==> config.mk <==
export PLATFORM = sky130hd
export DESIGN_NAME = zol_pc_ctrl
export DESIGN_NICKNAME = d
export VERILOG_FILES = /design/src/rtl/zol_pkg.sv /design/src/rtl/zol_loop_unit.sv /design/src/rtl/zol_dbg_entry.sv /design/src/rtl/zol_irq_gate.sv /design/src/rtl/zol_pc_ctrl.sv
export SDC_FILE = /design/constraint.sdc
export NUM_CORES = 1
export LEC_CHECK = 0
export ABC_CLOCK_PERIOD_IN_PS = 5700
export BUFFER_PORTS_ARGS = -buffer_cell sky130_fd_sc_hd__buf_2
export CAP_MARGIN = 5
export CORE_AREA = 3 3 177 179
export DETAILED_ROUTE_END_ITERATION = 8
export DIE_AREA = 0 0 180 182
export GPL_ROUTABILITY_DRIVEN = 0
export MAX_ROUTING_LAYER = met4
export PLACE_DENSITY = 0.69
export REMOVE_ABC_BUFFERS = 1
export SYNTH_ARGS = -nofsm -noshare
export SYNTH_HDL_FRONTEND = slang
export SYNTH_SLANG_ARGS = --single-unit
export TNS_END_PERCENT = 5
==> constraint.sdc <==
create_clock -name clk -period 5.7 [get_ports clk]
set_input_delay 1.14 -clock clk [delete_from_list [all_inputs] [get_ports clk]]
set_output_delay 1.14 -clock clk [all_outputs]
set_load 0.05 [all_outputs]
==> src/rtl/zol_pkg.sv <==
package zol_pkg;
  localparam int PSW_W = 32;
  // status word bit positions
  localparam int B_SM = 0;
  localparam int B_EA = 1;
  localparam int B_DB = 2;
  localparam int B_DS = 3;
  localparam int B_IE = 4;
  localparam int B_RP = 5;
endpackage

==> src/rtl/zol_loop_unit.sv <==
module zol_loop_unit
  import zol_pkg::*;
#(
  parameter int AW   = 32,
  parameter int CW   = 32,
  parameter int STEP = 8
) (
  input  logic [AW-1:0]    cia,
  input  logic [AW-1:0]    start_addr,
  input  logic [AW-1:0]    end_addr,
  input  logic             br_valid,
  input  logic [AW-1:0]    br_target,
  input  logic [CW-1:0]    cnt_cur,
  input  logic             cnt_we,
  input  logic [CW-1:0]    cnt_wdata,
  input  logic [PSW_W-1:0] psw_cur,
  input  logic [PSW_W-1:0] psw_wmask,
  input  logic [PSW_W-1:0] psw_wdata,
  output logic [CW-1:0]    cnt_new,
  output logic [PSW_W-1:0] psw_new,
  output logic [AW-1:0]    pc_new
);
  logic             at_end;
  logic             was_nz;
  logic             dec_en;
  logic             rp_after;
  logic             loop_back;
  logic [CW-1:0]    cnt_dec;
  logic [PSW_W-1:0] psw_exec;

  always_comb begin
    at_end    = (cia == end_addr);
    was_nz    = (cnt_cur != '0);
    dec_en    = at_end && (was_nz || psw_cur[B_RP]);
    cnt_dec   = dec_en ? (cnt_cur - CW'(1)) : cnt_cur;
    cnt_new   = cnt_we ? cnt_wdata : cnt_dec;
    psw_exec  = (psw_cur & ~psw_wmask) | (psw_wdata & psw_wmask);
    rp_after  = psw_exec[B_RP];
    psw_new   = psw_exec;
    if (rp_after && at_end && (cnt_new == '0)) psw_new[B_RP] = 1'b0;
    loop_back = rp_after && was_nz && at_end;
    if (br_valid)       pc_new = br_target;
    else if (loop_back) pc_new = start_addr;
    else                pc_new = cia + AW'(STEP);
  end
endmodule

==> src/rtl/zol_dbg_entry.sv <==
module zol_dbg_entry
  import zol_pkg::*;
#(
  parameter int              AW      = 32,
  parameter logic [AW-1:0]   DBG_VEC = AW'(32'hFFFF_F128)
) (
  input  logic [AW-1:0]    cia,
  input  logic [AW-1:0]    brk_addr,
  input  logic [AW-1:0]    pc_in,
  input  logic [PSW_W-1:0] psw_in,
  output logic             hit,
  output logic [AW-1:0]    pc_out,
  output logic [PSW_W-1:0] psw_out,
  output logic [AW-1:0]    dpc_out,
  output logic [PSW_W-1:0] dpsw_out
);
  logic [PSW_W-1:0] marked;

  always_comb begin
    hit          = (cia == brk_addr) && psw_in[B_DB];
    marked       = psw_in;
    marked[B_EA] = 1'b1;
    dpsw_out     = marked;
    dpc_out      = pc_in;
    if (hit) begin
      psw_out       = '0;
      psw_out[B_SM] = psw_in[B_SM];
      psw_out[B_DS] = 1'b1;
      pc_out        = DBG_VEC;
    end else begin
      psw_out = psw_in;
      pc_out  = pc_in;
    end
  end
endmodule

==> src/rtl/zol_irq_gate.sv <==
module zol_irq_gate (
  input  logic clk,
  input  logic rst_n,
  input  logic irq,
  input  logic ie,
  input  logic slot_free,
  output logic take,
  output logic pend
);
  logic pend_q;

  assign take = (irq || pend_q) && ie && slot_free;
  assign pend = pend_q;

  always_ff @(posedge clk) begin
    if (!rst_n)    pend_q <= 1'b0;
    else if (take) pend_q <= 1'b0;
    else if (irq)  pend_q <= 1'b1;
  end

  assert_pend_hold_R9: assert property (@(posedge clk) disable iff (!rst_n)
    (pend_q && !take) |=> pend_q);
  assert_pend_set_R9: assert property (@(posedge clk) disable iff (!rst_n)
    (irq && !take) |=> pend_q);
  assert_pend_clear_R9: assert property (@(posedge clk) disable iff (!rst_n)
    (take && !irq) |=> !pend_q);
endmodule

==> src/rtl/zol_pc_ctrl.sv <==
module zol_pc_ctrl
  import zol_pkg::*;
#(
  parameter int            AW      = 32,
  parameter int            CW      = 32,
  parameter int            STEP    = 8,
  parameter logic [AW-1:0] DBG_VEC = AW'(32'hFFFF_F128),
  parameter logic [AW-1:0] INT_VEC = AW'(32'hFFFF_F138)
) (
  input  logic             clk,
  input  logic             rst_n,
  input  logic [AW-1:0]    loop_start,
  input  logic [AW-1:0]    loop_end,
  input  logic [AW-1:0]    brk_addr,
  input  logic             in_valid,
  output logic             in_ready,
  input  logic             br_valid,
  input  logic [AW-1:0]    br_target,
  input  logic [PSW_W-1:0] psw_wmask,
  input  logic [PSW_W-1:0] psw_wdata,
  input  logic             cnt_we,
  input  logic [CW-1:0]    cnt_wdata,
  input  logic             irq,
  output logic             nx_valid,
  input  logic             nx_ready,
  output logic [AW-1:0]    nx_pc,
  output logic [PSW_W-1:0] psw_o,
  output logic [CW-1:0]    count_o,
  output logic [AW-1:0]    dbg_pc,
  output logic [PSW_W-1:0] dbg_psw,
  output logic [AW-1:0]    bak_pc,
  output logic [PSW_W-1:0] bak_psw,
  output logic             irq_pend,
  output logic             stack_swap
);
  logic [AW-1:0]    pc_q, dpc_q, bpc_q;
  logic [PSW_W-1:0] psw_q, dpsw_q, bpsw_q;
  logic [CW-1:0]    cnt_q;
  logic             nxv_q, swap_q;

  logic             slot_free, take, accept, advance;
  logic [CW-1:0]    cnt_l;
  logic [PSW_W-1:0] psw_l, psw_t, dpsw_t, psw_d;
  logic [AW-1:0]    pc_l, pc_t, dpc_t;
  logic             hit;

  assign slot_free = !nxv_q || nx_ready;
  assign in_ready  = slot_free && !take;
  assign accept    = in_valid && in_ready;
  assign advance   = accept || take;

  zol_loop_unit #(.AW(AW), .CW(CW), .STEP(STEP)) u_loop (
    .cia(pc_q), .start_addr(loop_start), .end_addr(loop_end),
    .br_valid(br_valid), .br_target(br_target),
    .cnt_cur(cnt_q), .cnt_we(cnt_we), .cnt_wdata(cnt_wdata),
    .psw_cur(psw_q), .psw_wmask(psw_wmask), .psw_wdata(psw_wdata),
    .cnt_new(cnt_l), .psw_new(psw_l), .pc_new(pc_l)
  );

  zol_dbg_entry #(.AW(AW), .DBG_VEC(DBG_VEC)) u_dbg (
    .cia(pc_q), .brk_addr(brk_addr), .pc_in(pc_l), .psw_in(psw_l),
    .hit(hit), .pc_out(pc_t), .psw_out(psw_t),
    .dpc_out(dpc_t), .dpsw_out(dpsw_t)
  );

  zol_irq_gate u_irq (
    .clk(clk), .rst_n(rst_n), .irq(irq), .ie(psw_q[B_IE]),
    .slot_free(slot_free), .take(take), .pend(irq_pend)
  );

  always_comb begin
    if (take)        psw_d = '0;
    else if (accept) psw_d = psw_t;
    else             psw_d = psw_q;
  end

  always_ff @(posedge clk) begin
    if (!rst_n) begin
      pc_q   <= '0;
      psw_q  <= '0;
      cnt_q  <= '0;
      dpc_q  <= '0;
      dpsw_q <= '0;
      bpc_q  <= '0;
      bpsw_q <= '0;
      nxv_q  <= 1'b0;
      swap_q <= 1'b0;
    end else begin
      swap_q <= psw_d[B_SM] != psw_q[B_SM];
      psw_q  <= psw_d;
      if (take) begin
        bpc_q  <= pc_q;
        bpsw_q <= psw_q;
        pc_q   <= INT_VEC;
      end else if (accept) begin
        cnt_q <= cnt_l;
        pc_q  <= pc_t;
        if (hit) begin
          dpc_q  <= dpc_t;
          dpsw_q <= dpsw_t;
        end
      end
      if (advance)       nxv_q <= 1'b1;
      else if (nx_ready) nxv_q <= 1'b0;
    end
  end

  assign nx_valid   = nxv_q;
  assign nx_pc      = pc_q;
  assign psw_o      = psw_q;
  assign count_o    = cnt_q;
  assign dbg_pc     = dpc_q;
  assign dbg_psw    = dpsw_q;
  assign bak_pc     = bpc_q;
  assign bak_psw    = bpsw_q;
  assign stack_swap = swap_q;

  assert_hold_R2: assert property (@(posedge clk) disable iff (!rst_n)
    (nx_valid && !nx_ready) |=> (nx_valid && $stable(nx_pc)));
  assert_no_accept_stalled_R2: assert property (@(posedge clk) disable iff (!rst_n)
    (nx_valid && !nx_ready) |-> !in_ready);
  assert_decrement_R3: assert property (@(posedge clk) disable iff (!rst_n)
    (accept && (pc_q == loop_end) && (cnt_q != '0) && !cnt_we)
      |=> (count_o == $past(cnt_q) - CW'(1)));
  assert_dbg_entry_R7: assert property (@(posedge clk) disable iff (!rst_n)
    (accept && hit) |=> (nx_pc == DBG_VEC && psw_o[B_DS] && nx_valid));
  assert_int_entry_R8: assert property (@(posedge clk) disable iff (!rst_n)
    take |=> (nx_pc == INT_VEC && psw_o == '0 && nx_valid));
  assert_swap_track_R10: assert property (@(posedge clk) disable iff (!rst_n)
    1'b1 |=> (stack_swap == (psw_o[B_SM] != $past(psw_o[B_SM]))));
endmodule

After elaboration in Yosys (flattened, before gate mapping)
Cells that the tools add are included.
W data, S select, Z words.
Word-level totals
  ROM bits: 0
  memory bits (writable): 0
  bits in latches: 0
  bits in registers: 227
  input bits: 231
  memories: 0
Cells by class
  order comparisons: 0
  bitwise operators: 6
  multiply operators: 0
  mux-type cells: 13
  reduce and logical (&&, ||, !) cells: 23
  divide/modulo/power cells: 0
  add/sub/neg operators: 2
  eq/ne operators: 3
  shift operators: 0
Operator list (number)
  $mux W32: 8
  $and A32 B32 Y32: 2
  $eq A32 B32 Y1: 2
  $add A32 B4 Y32 const B: 1
  $logic_not A32 Y1: 1
  $not A32 Y32: 1
  $or A32 B32 Y32: 1
  $reduce_bool A32 Y1: 1
  $sub A32 B1 Y32 const B: 1
  $logic_and A1 B1 Y1: 10
  $mux W1: 5
  $logic_or A1 B1 Y1: 4
  $reduce_bool A2 Y1: 2
  $reduce_and A3 Y1: 1
  $logic_not A1 Y1: 2
  $not A1 Y1: 2
  $reduce_and A2 Y1: 1
  $reduce_or A2 Y1: 1
  $ne A1 B1 Y1: 1

Longest topological paths before layout
  depth in word-level cells: 12
  mapped depth: 13

Hierarchy
From an unflattened synthesis, not the netlist that was laid out.
Second synthesis, totals
  cell total of the unflattened synthesis: 1628
  area, all modules: 13332.8 sq um
Modules (own cells, without submodules)
  zol_pc_ctrl: area each 8506.9 sq um, times used 1, cells an instance 913
  zol_loop_unit: area each 3279.4 sq um, times used 1, cells an instance 514
  zol_dbg_entry: area each 1506.4 sq um, times used 1, cells an instance 196
  zol_irq_gate: area each 40.0 sq um, times used 1, cells an instance 5

Worst setup path after synthesis
Ideal clock, no wire load.
  path kind: input-to-reg
  start: in irq
  end: reg dpsw_q[27], in the netlist dbg_psw[27]
  data arrival time: 3630 ps
  path buffers: 2
  path slack: 1932 ps
  stages on the path: 8
  cell sequence: nor2_1 nor2b_1 nor2_1 nand2_1 nor3_1 clkbuf_1 buf_1 a211oi_1
Between the ends
  word-level cells in the longest chain between the ends: 7
  elaborated cells on any way between the ends: 8
  those cells by class: bitwise (1); reduce/logical (7)
Ends and longest elaborated chain
  start: declaration: RTL line zol_pc_ctrl.sv:23  | input logic irq,
  $logic_or A1 B1 Y1: RTL line zol_irq_gate.sv:12  | assign take = (irq || pend_q) && ie && slot_free;
  $logic_and A1 B1 Y1 (2 in a row): RTL line zol_irq_gate.sv:12
  $logic_not A1 Y1: RTL line zol_pc_ctrl.sv:48  | assign in_ready = slot_free && !take;
  $logic_and A1 B1 Y1: RTL line zol_pc_ctrl.sv:48
  net in_ready: RTL line zol_pc_ctrl.sv:16  | output logic in_ready,
  $logic_and A1 B1 Y1: RTL line zol_pc_ctrl.sv:49  | assign accept = in_valid && in_ready;
  $reduce_and A3 Y1 (no source line)
  end signal: assignment: RTL line zol_pc_ctrl.sv:100  | dpsw_q <= dpsw_t;
  end: declaration: RTL line zol_pc_ctrl.sv:37  | logic [PSW_W-1:0] psw_q, dpsw_q, bpsw_q;
The timed path passes the listed nets, and every way through them passes these cells.
A chain may end at the register's enable or synchronous reset.

Final worst setup path
  start: reg pc_q[24], in the netlist nx_pc[24]
  end: reg dpc_q[24], in the netlist dbg_pc[24]
Between the ends
  word-level cells in the longest chain between the ends: 4
  elaborated cells on any way between the ends: 8
  those cells by class: add/sub (1); eq/ne (2); mux (2); reduce/logical (3)
Ends and longest elaborated chain
  start: declaration: RTL line zol_pc_ctrl.sv:36  | logic [AW-1:0] pc_q, dpc_q, bpc_q;
  start signal: assignment: RTL line zol_pc_ctrl.sv:97  | pc_q <= pc_t;
  branches (longest 4 deep; another with $add A32 B4 Y32)
  end signal: assignment: RTL line zol_pc_ctrl.sv:99  | dpc_q <= dpc_t;
  end: declaration: RTL line zol_pc_ctrl.sv:36
Parallel ways; which one is timed is not known.

==> flow_metrics.py <==
metrics = {
    "outcome": {
        "status": "completed",
    },
    "clocking": {
        "cts_tree": "built",
        "cts.sinks": 227,
        "root_buffer": "clkbuf_16",
        "h-tree-depth": 1,
        "path_clk_slew_ns": 0.06,
        "cts_repair_resize_count": 0,
        "hold_buffers": 0,
        "insertion_delay_ns": 0.54,
        "clock_path_buffers": 3,
        "cts_setup_buffers": 0,
        "cts_inserted_buffers": 27,
    },
    "sta": {
        "skew_ns": 0.0143,
        "fin_ws_ns": 1.40,
        "period_share_pct": 75.4,
        "hold_viol": 0,
        "finalCriticalPeriod_ns": 4.30,
        "worstMarginPinSlew_ns": 1.29,
        "drv_slew": 0,
        "max_freq_ghz": 0.233,
        "rsz0062_at_grt": "false",
        "finalSetupViolCount": 0,
        "slew_headroom_pct": 13.7,
    },
    "detailed_routing": {
        "post-route-drc-count": 0,
        "drt-vias-per-instance": 5.70,
        "drt_iter0_markers": 1271,
        "routedWlPerCell_um": 20.4,
        "dr_total_vias": 13062,
        "ant_nets": 0,
        "finalWirelength_mm": 46.9,
        "detail_route.first_pass.iterations": 5,
    },
    "final_layout": {
        "drive_gt1_share_pct": 30.2,
        "final.fill_count": 2895,
        "nets": 2114,
        "fin_util_pct": 50.7,
        "area_growth_pct": 28.8,
    },
    "worst_setup_path": {
        "worstPathArrival_ns": 4.75,
        "cp_cell_sequence": "xnor2_1 > nand4_1 > nor4_2 > nand2_2 > or3_2 > a211oi_1 > a21oi_1 > a211oi_1",
        "r2r_start": "nx_pc[24]$_SDFFE_PN0P_",
        "crit_type": "flop to flop",
        "cp_max_fo": 59,
        "worstReg2RegEnd": "dbg_pc[24]$_SDFFE_PN0P_",
        "crit_buf_inv": 0,
        "end_kind": "flop",
        "worstSetupEndpoint": "dbg_pc[24]$_SDFFE_PN0P_",
        "cp.required_ns": 6.15,
        "rr_worst_depth": 8,
        "cp_num_cells": 8,
        "slowest_stage": "or3_2",
        "critPathMaxStageDelay_ns": 1.05,
        "startpoint": "nx_pc[24]$_SDFFE_PN0P_",
        "crit_top_cell": "a211oi_1",
        "cpLargestDelayFamily": "simple AND/OR/NAND/NOR gates",
        "r2r_slack_ns": 1.40,
        "cp-start-kind": "flop",
    },
    "hold_path": {
        "hold_path_class": "flop to flop",
    },
    "global_route": {
        "grt.overflow.total": 0,
        "grt_use_total_pct": 27.6,
        "grt_max_degree": 100,
        "antenna_found_initial": 3,
        "grt_pass1_vias": 12266,
        "grt_pass1_wl_mm": 70.8,
    },
    "placed_design": {
        "hpwl_mm": 33.2,
        "port-buffer-count": 458,
        "pre_cts_ws_ns": 0.911,
    },
    "power_and_ir_drop": {
        "p_leak_nw": 6.46,
        "peakVddDrop_mv": 0.192,
        "power_mw": 4.32,
        "p_per_area_nw_per_um2": 287,
    },
    "floorplanning": {
        "rows": 63,
        "initial_core_util_pct": 39.3,
        "die_area_um2": 32800,
        "die_h_um": 182,
        "ios": 459,
        "core-area_um2": 29700,
        "chipWidth_um": 180,
    },
    "synth": {
        "syn-cell-area_um2": 11700,
        "synth_seq_cells": 227,
        "yosysUniqueCellTypes": 69,
        "ys_seq_area_share_pct": 38.9,
        "syn_inst": 1506,
        "async_flop_share_pct": 0,
        "synthFlopType": "dfxtp_1",
        "synth_edf_count": 0,
        "synth_warnings": 0,
        "avgSynthCellArea_um2": 7.76,
    },
    "flow_run": {
        "max-cap-violations": 0,
    },
}
[metal layers]
layer | routed length [µm] | global-route usage (%) | vias to the layer above
li1 | - | - | 6065
met1 | 19200 | 35.8 | 6156
met3 | 4440 | 5.29 | 112
met2 | 21600 | 43.5 | 729
met4 | 1610 | 9.10 | 0
met5 | 0 | - | -
[power breakdown]
part           internal, mW  switching [mW]
registers              1.64           0.103
logic                 0.282           0.546
clock network          1.04           0.716
[synthesized netlist by cell type (17+ instances only)]
master / number / share of area (%)
nand2_1: 232 / 7.4
clkbuf_1: 107 / 3.4
mux2i_1: 44 / 3.8
dfxtp_1: 227 / 39
a21oi_1: 117 / 5.0
a211oi_1: 44 / 2.8
nand3_1: 17 / 0.73
nand4_1: 30 / 1.6
xnor2_1: 78 / 5.8
nor2_1: 198 / 6.4
nor3_1: 39 / 1.7
buf_2: 18 / 0.77
o21ai_0: 100 / 4.3
a32oi_1: 30 / 2.2
[per-stage QoR]
step           setup TNS (ns)  instance area, µm²  hold WS (ns)  std cells
3_3_place_gp                0               14200         0.440       2241
5_1_grt                     0               15100         0.468       2293
3_5_place_dp                0               14200         0.443       2241
2_1_floorplan         -186.11               11200         0.677       1372
4_1_cts                     0               15100         0.452       2290
6_report                    0               15100         0.448       2293
[cells in the final DEF (no fill, tap or decap), types with 10 or more instances in the layout]
master       n
nand3_1     17
nand2b_1    10
o221a_2     15
a22oi_1     13
nand4_1     30
nor3_1      38
a21oi_1    117
a31oi_1     12
o31ai_1     13
a32oi_1     30
clkbuf_16   27
nand2_1    230
xor2_1      15
buf_4       19
buf_2      458
a211oi_1    44
nor4_1      14
dfxtp_1    227
xnor2_1     78
mux2i_1     44
o21ai_0    100
nor2_1     196
[cell families (layout without fill, tap and decap cells)]
kind of cell    Yosys count  after routing  share of synthesized area (%)
compound gates          377            377                           20.7
xor+xnor                 93             93                           6.97
fa+ha+maj                 3              3                          0.321
buf+inv                 145            539                           4.96
flops                   227            227                           38.9
mux                      44             44                           3.77
other cells               0              3                              0
simple gates            617            617                           24.4
[worst min-delay path: cells and delay by family, from the launching register on]
family,cells,cell delay (ns)
and+or+nand+nor,1,0.05
AOI/OAI and AO/OA,1,0.05
DFF,1,0.30
[how the worst min path moves through the flow]
stage	from	to	slack [ns]	cells after the start
after floorplan	dbg_psw[5]$_SDFFE_PN0P_	dbg_psw[5]$_SDFFE_PN0P_	0.68	2
after global placement	bak_psw[0]$_SDFFE_PN0P_	bak_psw[0]$_SDFFE_PN0P_	0.44	2
after detailed placement	bak_psw[18]$_SDFFE_PN0P_	bak_psw[18]$_SDFFE_PN0P_	0.44	2
after CTS	bak_psw[18]$_SDFFE_PN0P_	bak_psw[18]$_SDFFE_PN0P_	0.45	2
after global routing	bak_pc[27]$_SDFFE_PN0P_	bak_pc[27]$_SDFFE_PN0P_	0.47	2
final	bak_psw[26]$_SDFFE_PN0P_	bak_psw[26]$_SDFFE_PN0P_	0.45	2
[state kept, by name (all words and copies together), names as in the netlist, 32 cells and up]
register  flops
bak_pc       32
bak_psw      32
count_o      32
dbg_pc       32
dbg_psw      32
nx_pc        32
psw_o        32
[area by class of cell]
| class | instances | area, µm² | share of cell area [%] |
|---|---|---|---|
| Clock inverter | 16 | 179 | 1.19 |
| Clock buffer | 33 | 718 | 4.77 |
| Timing Repair Buffer | 479 | 2470 | 16.4 |
| Sequential cell | 227 | 4540 | 30.2 |
| Tap cell | 390 | 488 | 3.24 |
| Inverter | 11 | 43.8 | 0.291 |
| Multi-Input combinational cell | 1134 | 6600 | 43.9 |
| Antenna cell | 3 | 7.51 | 0.0499 |
Note: power is estimated with default switching activity, not from simulation.
